--- src/rtl/sclk_div_pkg.sv ---
// Package: shared widths and constants for the SPI serial clock prescaler.
// Assumes the 8-bit configuration byte layout described in the brief.
package sclk_div_pkg;
    localparam int CFG_W      = 8;                              // configuration byte width
    localparam int SCALER_W   = 4;                              // extended scaler width
    localparam int EXP_W      = 3;                              // extended exponent width
    localparam int LEG_W      = SCALER_W + 1;                   // legacy field width
    localparam int RATIO_W    = SCALER_W + (1 << EXP_W) - 1;    // enough for 15 << 7
    localparam int WIDTH_BIT  = 5;                              // word-width select, not ours
    localparam logic [LEG_W-1:0] LEG_MIN = LEG_W'(18);          // smallest legal legacy field
endpackage

--- src/rtl/sclk_ratio_decode.sv ---
// Module: sclk_ratio_decode
// Turns the prescale bits into a period length, the active-phase length and
// a valid flag. Purely combinational. Assumes that the caller has already
// dropped the word-width bit and passes only the bits the divider owns.
module sclk_ratio_decode
    import sclk_div_pkg::*;
#(
    parameter int P_SCALER_W = SCALER_W,
    parameter int P_EXP_W    = EXP_W,
    parameter int P_RATIO_W  = RATIO_W,
    parameter logic [P_SCALER_W:0] P_LEG_MIN = LEG_MIN
) (
    input  logic                    ext_mode,
    input  logic [P_SCALER_W:0]     low_field,   // legacy field / {exp LSB, scaler}
    input  logic [P_EXP_W-2:0]      exp_upper,   // upper exponent bits (extended)
    output logic                    valid,
    output logic [P_RATIO_W-1:0]    period,
    output logic [P_RATIO_W-1:0]    active_len
);
    logic [P_SCALER_W-1:0] scaler;
    logic [P_EXP_W-1:0]    expo;
    logic [P_RATIO_W-1:0]  ratio;
    logic [P_RATIO_W:0]    len_sum;

    assign scaler = low_field[P_SCALER_W-1:0];
    assign expo   = {exp_upper, low_field[P_SCALER_W]};

    // Purpose: pick the ratio and its legality for the selected decoding.
    always_comb begin
        if (ext_mode) begin
            valid = (scaler != '0);
            ratio = P_RATIO_W'(scaler) << expo;
        end else begin
            valid = (low_field >= P_LEG_MIN);
            ratio = P_RATIO_W'({scaler, 1'b0});
        end
    end

    // Purpose: fold ratio 1 onto a two-cycle period and size the active phase.
    always_comb begin
        period     = (ratio == P_RATIO_W'(1)) ? P_RATIO_W'(2) : ratio;
        len_sum    = {1'b0, period} + (P_RATIO_W+1)'(1);
        active_len = len_sum[P_RATIO_W:1];
    end
endmodule

--- src/rtl/sclk_period_counter.sv ---
// Module: sclk_period_counter
// Counts system cycles within one serial clock period. It reads the next
// period length and the go request only at a boundary (while idle or in the
// last cycle of a period), and it flags the cycle where the active phase ends.
// Assumes period_in >= 2 and 1 <= active_in < period_in whenever go is high.
module sclk_period_counter #(
    parameter int P_RATIO_W = 11
) (
    input  logic                  clk,
    input  logic                  rst_n,
    input  logic                  go,
    input  logic [P_RATIO_W-1:0]  period_in,
    input  logic [P_RATIO_W-1:0]  active_in,
    output logic                  run,
    output logic                  start,
    output logic                  stop,
    output logic                  half_hit
);
    localparam logic [P_RATIO_W-1:0] ONE = P_RATIO_W'(1);

    logic                 run_q;
    logic [P_RATIO_W-1:0] cnt_q;
    logic [P_RATIO_W-1:0] per_q;
    logic [P_RATIO_W-1:0] act_q;
    logic                 at_end;
    logic                 boundary;

    assign at_end   = run_q && (cnt_q == per_q - ONE);
    assign boundary = !run_q || at_end;
    assign start    = boundary && go;
    assign stop     = boundary && !go;
    assign half_hit = run_q && !at_end && ((cnt_q + ONE) == act_q);
    assign run      = run_q;

    // Purpose: advance the cycle count and latch a new period at a boundary.
    always_ff @(posedge clk) begin
        if (!rst_n) begin
            run_q <= 1'b0;
            cnt_q <= '0;
            per_q <= '0;
            act_q <= '0;
        end else begin
            if (boundary) run_q <= go;
            if (start) begin
                cnt_q <= '0;
                per_q <= period_in;
                act_q <= active_in;
            end else if (stop) begin
                cnt_q <= '0;
            end else if (run_q) begin
                cnt_q <= cnt_q + ONE;
            end
        end
    end

    // the count never leaves the latched period while running.
    a_r7_count_in_period: assert property (@(posedge clk) disable iff (!rst_n)
        run_q |-> (cnt_q < per_q));

    // the latched period holds until the cycle after a boundary.
    a_r10_period_held: assert property (@(posedge clk) disable iff (!rst_n)
        (run_q && $past(run_q) && !$past(at_end)) |-> $stable(per_q));

    // with go low while idle, the counter stays idle.
    a_r6_no_start_without_go: assert property (@(posedge clk) disable iff (!rst_n)
        (!run_q && !go) |=> !run_q);
endmodule

--- src/rtl/sclk_edge_out.sv ---
// Module: sclk_edge_out
// Drives the registered serial clock and its two edge strobes from the
// counter events. It captures the polarity at each period start so that a
// polarity change in mid-period cannot cut a phase short. Assumes start and
// half_hit are never high in the same cycle.
module sclk_edge_out (
    input  logic clk,
    input  logic rst_n,
    input  logic cpol,
    input  logic run,
    input  logic start,
    input  logic stop,
    input  logic half_hit,
    output logic sclk,
    output logic lead,
    output logic trail
);
    logic pol_q;

    // Purpose: register sclk, the strobes and the captured polarity.
    always_ff @(posedge clk) begin
        if (!rst_n) begin
            pol_q <= cpol;
            sclk  <= cpol;
            lead  <= 1'b0;
            trail <= 1'b0;
        end else begin
            lead  <= start;
            trail <= half_hit;
            if (start || !run) pol_q <= cpol;
            if (start)         sclk <= ~cpol;
            else if (half_hit) sclk <= pol_q;
            else if (stop)     sclk <= cpol;
        end
    end

    // the two strobes never overlap.
    a_r11_strobes_exclusive: assert property (@(posedge clk) disable iff (!rst_n)
        !(lead && trail));

    // a trailing strobe always comes with a real level change.
    a_r11_trail_is_edge: assert property (@(posedge clk) disable iff (!rst_n)
        trail |-> (sclk != $past(sclk)));

    // inside a run every level change of sclk carries a strobe.
    a_r11_run_edges_strobed: assert property (@(posedge clk) disable iff (!rst_n)
        (run && $past(run) && (sclk != $past(sclk))) |-> (lead || trail));

    // while not running, sclk is the polarity input of one cycle earlier.
    a_r9_idle_level: assert property (@(posedge clk) disable iff (!rst_n)
        !run |-> (sclk == $past(cpol)));
endmodule

--- src/rtl/spi_sclk_prescaler.sv ---
// Module: spi_sclk_prescaler (top)
// SPI serial clock generator with legacy and extended prescale decodings.
// It splits the configuration byte, decodes the ratio, counts the period and
// drives the registered clock and strobes. Assumes all inputs are
// synchronous to clk. The word-width bit of the byte is not used here.
module spi_sclk_prescaler
    import sclk_div_pkg::*;
#(
    parameter int P_CFG_W    = CFG_W,
    parameter int P_SCALER_W = SCALER_W,
    parameter int P_EXP_W    = EXP_W
) (
    input  logic               clk,
    input  logic               rst_n,
    input  logic               ext_mode,
    input  logic [P_CFG_W-1:0] cfg_byte,
    input  logic               cpol,
    input  logic               enable,
    output logic               sclk,
    output logic               lead_stb,
    output logic               trail_stb
);
    localparam int L_RATIO_W = P_SCALER_W + (1 << P_EXP_W) - 1;
    localparam int L_UP_LSB  = P_CFG_W - (P_EXP_W - 1);

    logic                 dec_valid;
    logic [L_RATIO_W-1:0] dec_period;
    logic [L_RATIO_W-1:0] dec_active;
    logic                 go;
    logic                 run;
    logic                 start;
    logic                 stop;
    logic                 half_hit;

    sclk_ratio_decode #(
        .P_SCALER_W (P_SCALER_W),
        .P_EXP_W    (P_EXP_W),
        .P_RATIO_W  (L_RATIO_W),
        .P_LEG_MIN  (LEG_MIN)
    ) u_decode (
        .ext_mode   (ext_mode),
        .low_field  (cfg_byte[P_SCALER_W:0]),
        .exp_upper  (cfg_byte[P_CFG_W-1:L_UP_LSB]),
        .valid      (dec_valid),
        .period     (dec_period),
        .active_len (dec_active)
    );

    assign go = enable && dec_valid;

    sclk_period_counter #(
        .P_RATIO_W (L_RATIO_W)
    ) u_counter (
        .clk       (clk),
        .rst_n     (rst_n),
        .go        (go),
        .period_in (dec_period),
        .active_in (dec_active),
        .run       (run),
        .start     (start),
        .stop      (stop),
        .half_hit  (half_hit)
    );

    sclk_edge_out u_edges (
        .clk      (clk),
        .rst_n    (rst_n),
        .cpol     (cpol),
        .run      (run),
        .start    (start),
        .stop     (stop),
        .half_hit (half_hit),
        .sclk     (sclk),
        .lead     (lead_stb),
        .trail    (trail_stb)
    );

    // toggling only the word-width bit in extended mode leaves the period unchanged.
    a_r5_width_bit_ignored: assert property (@(posedge clk) disable iff (!rst_n)
        (ext_mode && $past(ext_mode) && !$stable(cfg_byte[WIDTH_BIT])
         && $stable(cfg_byte[P_CFG_W-1:WIDTH_BIT+1])
         && $stable(cfg_byte[WIDTH_BIT-1:0])) |-> $stable(dec_period));

    // the cycle after a reset cycle shows idle outputs.
    a_r1_reset_idle: assert property (@(posedge clk)
        !$past(rst_n) |-> (!lead_stb && !trail_stb && sclk == $past(cpol)));
endmodule

--- config.mk ---
export PLATFORM = sky130hd
export DESIGN_NAME = spi_sclk_prescaler
export DESIGN_NICKNAME = d
export VERILOG_FILES = /design/src/rtl/sclk_div_pkg.sv /design/src/rtl/sclk_ratio_decode.sv /design/src/rtl/sclk_period_counter.sv /design/src/rtl/sclk_edge_out.sv /design/src/rtl/spi_sclk_prescaler.sv
export SDC_FILE = /design/constraint.sdc
export NUM_CORES = 1
export LEC_CHECK = 0
export BUFFER_PORTS_ARGS = -buffer_cell sky130_fd_sc_hd__buf_2
export CORE_ASPECT_RATIO = 0.6
export CORE_UTILIZATION = 45
export DETAILED_ROUTE_END_ITERATION = 6
export GPL_ROUTABILITY_DRIVEN = 0
export GPL_TIMING_DRIVEN = 0
export PLACE_DENSITY = 0.67
export SYNTH_ARGS = -nofsm -noshare
export SYNTH_HDL_FRONTEND = slang
export SYNTH_SLANG_ARGS = --single-unit
--- constraint.sdc ---
create_clock -name clk -period 5.25 [get_ports clk]
set_input_delay 1.05 -clock clk [delete_from_list [all_inputs] [get_ports clk]]
set_output_delay 1.05 -clock clk [all_outputs]
set_load 0.02 [all_outputs]
After elaboration in Yosys (flattened, before gate mapping)
Index checks and enable logic that the tools add are counted.

Add/sub/neg operators: 3. $mul: 0. Divide/modulo/power cells: 0. Magnitude comparators: 1. Equal/unequal tests: 5. Shift operators: 1. Muxes and demuxes: 9. Bitwise gates (word level): 2. Reductions and logical operators: 13.

Operators by type and width (count): 11-bit equality test (2); 11-bit 2-to-1 mux (2); 11-bit by 1-bit adder with 12-bit output (second input constant) (1); 11-bit by 1-bit adder with 11-bit output (second input constant) (1); 11-bit by 1-bit equality test with 1-bit output (second input constant) (1); 4-bit by 3-bit left shift with 11-bit output (1); 11-bit by 1-bit subtractor with 11-bit output (second input constant) (1); 1-bit 2-to-1 mux (7); 1-bit logical AND (6); 5-bit >= comparator (second input constant) (1); 4-bit by 1-bit != test with 1-bit output (second input constant) (1); 4-bit nonzero test (1); 1-bit zero test (3); 3-bit OR reduction (1); 1-bit logical OR (2); 2-bit by 1-bit != test with 1-bit output (second input constant) (1); 1-bit inverter (2).

Register bits: 38. Bits in latches: 0. RAM bits: 0. Bits in read-only memories: 0. Output and inout bits: 3. Logic and storage cells: 42. Memories kept: 0.

Longest topological paths before layout
Gate-level depths: netlist (run 1).

Word-level depth: 9. Mapped depth: 11. Depth with buffers taken out: 10.

Modules after synthesis
A second synthesis (run 1) with hierarchy kept.

Cell total of the unflattened synthesis: 333. Area total of the unflattened synthesis: 2761.4 um^2.

Modules (own cells, without submodules): sclk_period_counter (times used 1, cells an instance 236, area an instance 2063.2 um^2, sequential area each 680.7 um^2); sclk_ratio_decode (times used 1, cells an instance 83, area an instance 524.3 um^2, sequential area each 0.0 um^2); sclk_edge_out (times used 1, cells an instance 13, area an instance 167.7 um^2, sequential area each 100.1 um^2); spi_sclk_prescaler (times used 1, cells an instance 1, area an instance 6.3 um^2, sequential area each 0.0 um^2).

Least setup slack after synthesis (run 1)
No wires, ideal clock.

Path kind: input port to flip-flop. Start: in ext_mode. End: reg u_counter.act_q[2]. Data arrival time: 2.630 ns. Path slack: 2.492 ns. Stages on the path: 10. Path through: clkbuf_1 > nor2b_1 > a32oi_1 > ha_1 > nor2b_1 > o2111a_1 > nor4b_1 > xor2_1 > mux2i_1 > nor2_1.

Longest elaborated chain between the ends: 4. Elaborated cells between the ends (all ways): 7.

Ends and longest elaborated chain: start, declared (line spi_sclk_prescaler.sv:15) `input logic ext_mode,`; 11-bit 2-to-1 mux (line sclk_ratio_decode.sv:30) `if (ext_mode) begin`; 11-bit by 1-bit equality test with 1-bit output (line sclk_ratio_decode.sv:41) `period = (ratio == P_RATIO_W'(1)) ? P_RATIO_W'(2) : ratio;`; 11-bit 2-to-1 mux (line sclk_ratio_decode.sv:41); 11-bit by 1-bit adder with 12-bit output (line sclk_ratio_decode.sv:42) `len_sum = {1'b0, period} + (P_RATIO_W+1)'(1);`; end signal, assigned (line sclk_period_counter.sv:47) `act_q <= active_in;`; end, declared (line sclk_period_counter.sv:24) `logic [P_RATIO_W-1:0] act_q;`.

Parallel ways exist; a longest one is shown, timed or not. A chain may end at the register's enable or synchronous reset.

Final worst setup path (run 1)
Start: reg u_counter.per_q[0]. End: reg u_edges.sclk (data pin).

Longest elaborated chain between the ends: 9. Elaborated cells between the ends (all ways): 11.

Ends and longest elaborated chain: start, declared (line sclk_period_counter.sv:23) `logic [P_RATIO_W-1:0] per_q;`; start signal, assigned (line sclk_period_counter.sv:46) `per_q <= period_in;`; 11-bit by 1-bit subtractor with 11-bit output (*) (line sclk_period_counter.sv:28) `assign at_end = run_q && (cnt_q == per_q - ONE);`; 11-bit equality test (*) (line sclk_period_counter.sv:28); 1-bit logical AND (*) (line sclk_period_counter.sv:28); 1-bit zero test (line sclk_period_counter.sv:32) `assign half_hit = run_q && !at_end && ((cnt_q + ONE) == act_q);`; 1-bit logical AND (2 in a row) (line sclk_period_counter.sv:32); 1-bit 2-to-1 mux (line sclk_edge_out.sv:32) `else if (half_hit) sclk <= pol_q;`; 1-bit 2-to-1 mux (*) (line sclk_edge_out.sv:31) `if (start) sclk <= ~cpol;`; 1-bit 2-to-1 mux (*) (line sclk_edge_out.sv:22) `if (!rst_n) begin`; end signal, assigned (line sclk_edge_out.sv:31); end signal, assigned (line sclk_edge_out.sv:32); end signal, assigned (line sclk_edge_out.sv:33) `else if (stop) sclk <= cpol;`; end, declared (line sclk_edge_out.sv:14) `output logic sclk,`.

Mark *: on every way between the ends. The rest lies on a longest branch, timed or not.

==> flow_summary.toml, run 1 <==
[global_routing]
grt_util_met3_pct = 4.68
grt_pass1_wl_microns = 9100
grt_pass1_vias = 1763
antenna_found_initial = 0
track_usage_pct = 20.8
grt.busiest_layer = "met1"
grt_util_met1_pct = 33.7
grt_overflow_total = 0
grt_util_met2_pct = 26.7
grt_max_degree = 12

[pwr]
leakage_nw = 1.16
peakVddDrop_mv = 0.129
power.density_nw_per_um2 = 243
totalPowerFinal_w = 0.000666

[worst_setup_path]
worstPathRequired_ps = 5300
path_class = "reg2reg"
cp_slowest_stage_delay_ps = 540
worstPathArrival_ps = 3000
critical_path.max_fanout = 8
slowest_stage = "nor4b_4"
start_kind = "flip-flop"
end_kind = "flip-flop"
critical_path.top_delay_family = "compound AO/OA/AOI/OAI gates"
crit_buf_inv = 1
worstPathCellList = "inv_1 -> ha_1 -> nor4b_4 -> a21boi_2 -> o21a_1 -> a2111oi_4 -> o221ai_2 -> or2_1 -> a211o_1"

[die]
start_util_pct = 48.0
dieHeight_microns = 59.7
core-area_sq_um = 5200
ios = 16
die_area_sq_um = 5860
die_w_microns = 98.2
row_count = 20

[timing]
finalClockSkew_ps = 8.20
max_freq_mhz = 338
setup_viol = 0
min_period_ps = 2960
rsz0062_at_grt = "no"
slew_viol_final = 0
worstMarginPinSlew_ps = 611
hold_viol = 0
relSlewSlack_pct = 58.9
setup_ws_ps = 2290
finalSetupTns_ps = 0
min_period_over_period_pct = 56.3

[route]
dr.pass1.iters = 5
avgRoutedWirePerCell_microns = 15.3
drt_iter0_drc = 209
ant_nets = 0
vias_per_cell = 5.58
routed_wl_microns = 5690
drc_errors = 0
vias = 2077

[synthesis]
ys_ff_latch = 38
synth_cells = 286
async_flop_share_pct = 0
ys.flop_type = "dfxtp_1"
syn_avg_cell_area_sq_um = 8.74
yosysWarnings = 0
synth-edff-count = 2
synth_nets = 303
syn-cell-area_sq_um = 2500
yosys.cell_types.count = 59
synth_sequential_area_ratio_pct = 31.2

[outcome]
outcome = "finished clean"

[clocking]
numCtsBuffers = 5
ctsResizeCount = 0
path_clk_slew_ps = 70
cts-hold-fix-buffers = 0
cts_root_buf = "clkbuf_8"
htreeDepth = 2
cts_sinks = 38
clockBufferDepth = 2
worstSkewPairLatency_ps = 290
tritoncts = "built"
cts_setup_buffers = 0

[layout]
syn_to_final_growth_pct = 9.76
layout-drive-gt1-share_pct = 14.1
antenna-diode-count = 0
layout.nets = 322

[placed_design]
hpwl_microns = 4540
portBuffers = 12
place_ws_ps = 2100

[min_path]
hold_class = "reg2reg"

[run]
cap_violations = 0
## power by group
part / leakage, nW / switching [W] / total, W / internal (W)
sequential: 0.313 / 0.00000656 / 0.000307 / 0.000300
clock: 0.0506 / 0.000101 / 0.000224 / 0.000123
combinational: 0.795 / 0.0000764 / 0.000135 / 0.0000586
total: 1.16 / 0.000184 / 0.000666 / 0.000482
## state kept, by name (all words and copies together) (netlist names)
| name | cells |
|---|---|
| u_counter.act_q | 11 |
| u_counter.cnt_q | 11 |
| u_counter.per_q | 11 |
| u_counter.run | 1 |
| u_edges.lead | 1 |
| u_edges.pol_q | 1 |
| u_edges.sclk | 1 |
| u_edges.trail | 1 |
## cell usage in the layout, fill, tap and decap left out, types with 2 or more instances in the layout
master    instances
clkbuf_8          6
nand4_1           6
a21o_1            3
nor4_1            2
clkbuf_1          8
dfxtp_1          36
edfxtp_1          2
nor2b_1           5
inv_1            16
mux2i_1          12
mux2_2            3
xor2_1           17
buf_2            14
ha_1              4
xnor2_1          18
nand3_1          11
and4_1            3
nand2b_1          3
nand2_1          23
o21ai_0           7
o22ai_1           2
a21oi_1          14
or3_1             8
nor3_1            5
a31oi_1           5
nor2_1           31
and3_1            4
buf_6             5
xnor3_1           2
## path summary, 6_finish.rpt
| kind | start | end | slack, ps | cells after the start |
|---|---|---|---|---|
| min | u_counter.act_q[5] | u_counter.act_q[5] | 470 | 2 |
| min reg2reg | u_counter.act_q[5] | u_counter.act_q[5] | 470 | 2 |
| max reg2reg | u_counter.per_q[0] | u_edges.sclk | 2290 | 9 |
| max | u_counter.per_q[0] | u_edges.sclk | 2290 | 9 |
## cells by family after synthesis
| logic type | after synthesis | share of synthesized area [%] |
|---|---|---|
| AND/OR/NAND/NOR | 113 | 23.9 |
| AO/OA/AOI/OAI | 46 | 13.6 |
| XOR/XNOR | 39 | 16.0 |
| flip-flops | 38 | 31.2 |
| buffers and inverters | 31 | 7.11 |
| multiplexers | 15 | 6.16 |
| adder cells (fa/ha/maj) | 4 | 2.00 |
## Yosys cell counts, types with 6 or more instances
cell type,instances,area (sq um)
a21oi_1,14,70.1
clkbuf_1,6,22.5
dfxtp_1,36,721
inv_1,16,60.1
mux2i_1,12,120
nand2_1,23,86.3
nand3_1,11,55.1
nand4_1,6,37.5
nor2_1,31,116
o21ai_0,7,35.0
or3_1,8,50.1
xnor2_1,18,158
xor2_1,17,149
## worst register-to-register path, delay by kind of cell (launching register included)
family	cells	cell delay (ps)
buffers and inverters	1	70
AND/OR/NAND/NOR	2	840
flip-flops	1	360
AO/OA/AOI/OAI	5	1230
adder cells (fa/ha/maj)	1	230
## layer usage
metal | share of wire [%] | vias up | wire length [microns]
li1 | - | 1033 | -
met1 | 56 | 979 | 3210
met4 | 0.90 | 0 | 51
met3 | 7.9 | 6 | 451
met2 | 35 | 59 | 1980
met5 | 0 | - | 0
## per-stage QoR
stage	hold WS (ps)	instances	utilization, %	area [sq um]
finish	472	372	52.7	2740
detailed placement	463	364	50.7	2640
floorplan	430	286	-	2500
global placement	460	364	50.7	2640
global route	507	372	52.7	2740
CTS	475	372	52.7	2740
## cell type report
type | count | area [sq um]
Buffer | 15 | 118
Tap cell | 66 | 82.6
Timing Repair Buffer | 12 | 60.1
Fill cell | 514 | 2460
Inverter | 16 | 60.1
Multi-Input combinational cell | 217 | 1540
Clock buffer | 8 | 101
Sequential cell | 38 | 781
No activity file was read; power rests on OpenSTA's default activity.
==> run 2, diff against run 1 <==
==> constraint.sdc (replaced) <==
create_clock -name clk -period 2.8 [get_ports clk]
set_input_delay 0.56 -clock clk [delete_from_list [all_inputs] [get_ports clk]]
set_output_delay 0.56 -clock clk [all_outputs]
set_load 0.02 [all_outputs]
==> flow_summary.toml, run 2 (same netlist as run 1, synthesis figures left out) <==
[route]
drt_iter0_drc = 136
wirelength_met1_microns = 3150
vias = 2101
wl_met2_microns = 2200
dr.pass1.iters = 4
drc_errors = 0
vias_per_cell = 5.50
avgRoutedWirePerCell_microns = 15.5
ant_nets = 0
wl_met3_microns = 549
routed_wl_microns = 5940
top_layer_used = "met4"

[timing]
rsz0062_at_grt = "yes"
whs_ps = 481
relSlewSlack_pct = 59.7
min_period_over_period_pct = 99.9
hold_viol = 0
worstMarginPinSlew_ps = 599
finalClockSkew_ps = 11.3
setup_viol = 0
setup_ws_ps = 3.03
min_period_ps = 2800
max_freq_mhz = 358
slew_viol_final = 0

[placed_design]
placed_area_sq_um = 2640
hpwl_microns = 4540
portBuffers = 12
place_ws_ps = -115
dp.cells = 364

[worst_setup_path]
end_kind = "flip-flop"
crit_path_frequent_cell = "buf_4"
slowest_stage = "a2111oi_4"
path_class = "reg2reg"
critical_path.max_fanout = 7
worstPathRequired_ps = 2840
crit_start = "u_counter.per_q[0]"
worstPathCellList = "inv_2 -> ha_4 -> buf_4 -> nor2b_1 -> or3_1 -> a31o_4 -> a2111oi_4 -> buf_4 -> o21ai_4 -> and4_1 -> a211o_1"
cp_slowest_stage_delay_ps = 410
crit_buf_inv = 3
critical_path.top_delay_family = "compound AO/OA/AOI/OAI gates"
worstPathArrival_ps = 2840
crit-reg2reg-launch = "u_counter.per_q[0]"
start_kind = "flip-flop"

[clocking]
worstSkewPairLatency_ps = 290
cts_root_buf = "clkbuf_8"
numCtsBuffers = 5
clockBufferDepth = 2
path_clk_slew_ps = 80
cts-hold-fix-buffers = 0
tritoncts = "built"
cts_sinks = 38
htreeDepth = 2

[pwr]
peakVddDrop_mv = 0.241
power.density_nw_per_um2 = 445
leakage_nw = 1.21

[die]
dieHeight_microns = 59.7
core-area_sq_um = 5200
ios = 16
row_count = 20
start_util_pct = 48.0
die_w_microns = 98.2
die_area_sq_um = 5860

[global_routing]
grt_pass1_wl_microns = 9420
grt_pass1_vias = 1845
antenna_found_initial = 0
track_usage_pct = 21.6
grt_overflow_total = 0
grt_max_degree = 12

[layout]
syn_to_final_growth_pct = 15.5
post-route-util_pct = 55.4
fillCellCount = 497
finalInstanceArea_sq_um = 2890
mostFrequentLayoutCells = "dfxtp_1 (34), nor2_1 (31), nand2_1 (23), xnor2_1 (18), xor2_1 (17)"
antenna-diode-count = 0
top_regs = "u_counter.act_q (11), u_counter.cnt_q (11), u_counter.per_q (11)"
final_common_cell = "dfxtp_1"
final_cell_count_no_fill = 382
layout-drive-gt1-share_pct = 19.6
layout.nets = 332

[run]
cap_violations = 0

[min_path]
min-delay-start = "u_counter.act_q[5]"
hold_class = "reg2reg"

[outcome]
outcome = "finished clean"
==> run 2: cell types whose count changed in the layout (fill, tap and decap cells not counted), sizes merged <==
| cell | before | now |
|---|---|---|
| buf | 20 | 30 |
==> run 2: final timing paths <==
check	to	slack [ps]	cells after the start
worst min-delay path	u_counter.act_q[5]	480	2
worst max-delay path	u_edges.sclk	3	11
worst max register to register	u_edges.sclk	3	11
worst min register to register	u_counter.act_q[5]	480	2
==> run 2: repair_timing <==
item	4_1_cts	5_1_grt
setup buffers	3	7
endpoints found under the setup margin	13	21
pin swaps	3	7
gates resized for setup	9	6
==> run 2: stage by stage <==
| stage | total power, W | TNS (ps) |
|---|---|---|
| after CTS | 0.00128 | 0 |
| after floorplan | 0.000776 | 0 |
| after global placement | 0.000834 | -213 |
| after detailed placement | 0.000837 | -356 |
| after global routing | 0.00135 | -169 |
| final | 0.00129 | 0 |
==> run 2: layout make-up <==
cell class | count | area, sq um | share of cell area (%)
repair buffers | 22 | 135 | 4.68
inverters | 16 | 60.1 | 2.08
flip-flops and latches | 38 | 786 | 27.2
clock buffers | 8 | 101 | 3.51
multi-input cells | 217 | 1600 | 55.6
well taps | 66 | 82.6 | 2.86
plain buffers | 15 | 118 | 4.08
==> run 2: per-layer routing <==
metal  global-route usage, %  vias to the layer above
met2                    29.8                       60
met4                    5.12                        0
li1                        -                     1051
met5                       0                        -
met1                    33.5                      985
met3                    4.68                        5
==> run 2: worst register-to-register path, stage by stage (launching register included) <==
cell and delay (ps):
dfxtp_4 370, inv_2 40, ha_4 150, buf_4 130
nor2b_1 110, or3_1 350, a31o_4 250, a2111oi_4 410
buf_4 200, o21ai_4 70, and4_1 200, a211o_1 260
==> run 2: where the power goes <==
part,switching [W],internal [W]
Sequential,0.0000121,0.000563
Combinational,0.000158,0.000132
Clock,0.000191,0.000231
==> run 3, diff against run 2 <==
--- a/config.mk
+++ b/config.mk
@@ -5,8 +5,9 @@
 export SDC_FILE = /design/constraint.sdc
 export NUM_CORES = 1
 export LEC_CHECK = 0
+export ABC_AREA = 1
 export BUFFER_PORTS_ARGS = -buffer_cell sky130_fd_sc_hd__buf_2
-export CORE_ASPECT_RATIO = 0.6
+export CORE_ASPECT_RATIO = 0.8
 export CORE_UTILIZATION = 45
 export DETAILED_ROUTE_END_ITERATION = 6
 export GPL_ROUTABILITY_DRIVEN = 0
@@ -14,4 +15,5 @@
 export PLACE_DENSITY = 0.67
 export SYNTH_ARGS = -nofsm -noshare
 export SYNTH_HDL_FRONTEND = slang
+export SYNTH_HIERARCHICAL = 1
 export SYNTH_SLANG_ARGS = --single-unit
==> flow_summary.toml, run 3 <==
[worst_setup_path]
worstPathCellList = "inv_1 -> ha_1 -> nand2_2 -> nor2_2 -> nand2_1 -> nand2_1 -> nand3_1 -> nand2_1 -> nor2_1 -> nand3_2 -> nand2_4 -> inv_2 -> nand2_1 -> nor2_1 -> nand2_1 -> nand3_2 -> nand2_1"
slowest_stage = "dfxtp_1"
crit_path_frequent_cell = "nand2_1"
crit_cells = 17
start_kind = "flip-flop"
end_kind = "flip-flop"
path_class = "reg2reg"
critical_path.top_delay_family = "simple AND/OR/NAND/NOR gates"
cp_slowest_stage_delay_ps = 330
reg2reg_depth = 17
critical_path.max_fanout = 9
worstPathRequired_ps = 2840
crit_buf_inv = 2
worstPathArrival_ps = 2470

[synthesis]
synth_cells = 484
yosysTopAreaCellShare_pct = 23.7
synth-edff-count = 2
synth_top_area_cell = "dfxtp_1"
ys_ff_latch = 38
ys.flop_type = "dfxtp_1"
netlist_top_cells_count = "nand2_1 (114), inv_1 (76), nor2_1 (64), nand3_1 (42), dfxtp_1 (36)"
yosys.cell_types.count = 39
syn_avg_cell_area_sq_um = 6.29
synthTopCellsByArea = "dfxtp_1 (24%), nand2_1 (14%), inv_1 (9.4%)"
syn-cell-area_sq_um = 3050
synth_sequential_area_ratio_pct = 25.6
async_flop_share_pct = 0
synth_most_common_cell = "nand2_1"
synth_nets = 501
yosysWarnings = 6

[layout]
post-route-util_pct = 50.9
antenna-diode-count = 0
syn_to_final_growth_pct = 8.17
final_common_cell = "nand2_1"
fillCellCount = 668
finalInstanceArea_sq_um = 3300
layout-drive-gt1-share_pct = 16.1
regArea_sq_um = 781
multiInputGateArea_sq_um = 1810
mostFrequentLayoutCells = "nand2_1 (114), inv_1 (76), nor2_1 (64), nand3_1 (42), dfxtp_1 (36)"
top_regs = "u_counter/act_q (11), u_counter/cnt_q (11), u_counter/per_q (11)"
layout.nets = 520

[clocking]
ctsResizeCount = 0
htreeDepth = 2
tritoncts = "built"
clockBufferDepth = 2
cts_sinks = 38
worstSkewPairLatency_ps = 290
cts_setup_buffers = 0
cts_root_buf = "clkbuf_8"
cts-hold-fix-buffers = 0
numCtsBuffers = 5
path_clk_slew_ps = 80

[route]
dr.pass1.iters = 4
drc_errors = 0
drt_iter0_drc = 129
avgRoutedWirePerCell_microns = 11.8
vias_per_cell = 4.96
ant_nets = 0
routed_wl_microns = 6920
vias = 2914

[run]
cap_violations = 0

[pwr]
intPower_w = 0.000903
peakVddDrop_mv = 0.192
p_sw_w = 0.000464
leakage_nw = 1.61
clockPowerShare_pct = 26.5
pwr-share-comb_pct = 29.1
power.density_nw_per_um2 = 415
p_seq_share_pct = 44.4
switching_share_pct = 34.0

[global_routing]
grt_overflow_total = 0
grt_pass1_vias = 2591
grt_max_degree = 13
track_usage_pct = 20.7
grt_pass1_wl_microns = 11400
antenna_found_initial = 0

[die]
row_count = 26
die_area_sq_um = 7110
die_w_microns = 94.0
start_util_pct = 47.1
core-area_sq_um = 6470
dieHeight_microns = 75.6
ios = 16

[timing]
max_freq_mhz = 412
min_period_ps = 2430
finalClockSkew_ps = 7.76
finalSetupTns_ps = 0
whs_ps = 471
min_period_over_period_pct = 86.7
setup_viol = 0
slew_viol_final = 0
hold_viol = 0
rsz0062_at_grt = "no"

[placed_design]
hpwl_microns = 5580
portBuffers = 12
placed_area_sq_um = 3210

[outcome]
outcome = "finished clean"

[min_path]
hold_path_depth = 1
hold_class = "in2reg"
-- run 3: power by group through the flow --
| stage | registers, W | logic (W) | clock network [W] |
|---|---|---|---|
| 6_report | 0.000607 | 0.000398 | 0.000362 |
| 5_1_grt | 0.000612 | 0.000450 | 0.000394 |
| 4_1_cts | 0.000607 | 0.000397 | 0.000371 |
| 3_5_place_dp | 0.000620 | 0.000395 | 0 |
| 3_3_place_gp | 0.000619 | 0.000385 | 0 |
| 2_1_floorplan | 0.000615 | 0.000312 | 0 |
-- run 3: path summary, 6_finish.rpt --
| kind | slack, ps | startpoint | endpoint |
|---|---|---|---|
| max | 370 | u_counter/per_q[0] | u_edges/sclk |
| min | 470 | cpol | u_edges/pol_q |
| max reg2reg | 370 | u_counter/per_q[0] | u_edges/sclk |
| min reg2reg | 490 | u_counter/per_q[1] | u_counter/per_q[1] |
-- run 3: cell families after synthesis --
kind of cell               share of synthesized area, %
other                                             0.123
buffers and inverters                              14.9
and+or+nand+nor                                    43.7
DFF                                                25.6
xor gates and xnor gates                           5.95
adders and majority gates                          1.64
AOI/OAI and AO/OA                                  7.97
-- run 3: final cells by class --
type,count,area share (%)
multi-input combinational,343,54.9
sequential,38,23.7
inverter,83,9.61
buffer,20,4.21
tap,84,3.19
clock buffer,7,2.32
timing repair buffer,12,1.82
clock inverter,1,0.228
-- run 3: stage by stage --
step,power [W],instances,setup slack (ps)
final,0.00137,588,372
after global routing,0.00146,588,74.2
after CTS,0.00138,588,357
after detailed placement,0.00101,580,70.0
after global placement,0.00100,580,114
after floorplan,0.000927,484,616
-- run 3: metal layers --
layer / vias to the layer above / routed length (microns) / track usage [%]
li1: 1535 / - / -
met3: 5 / 366 / 3.29
met5: - / 0 / 0
met4: 0 / 21 / 3.76
met2: 57 / 2900 / 32.3
met1: 1317 / 3630 / 30.4
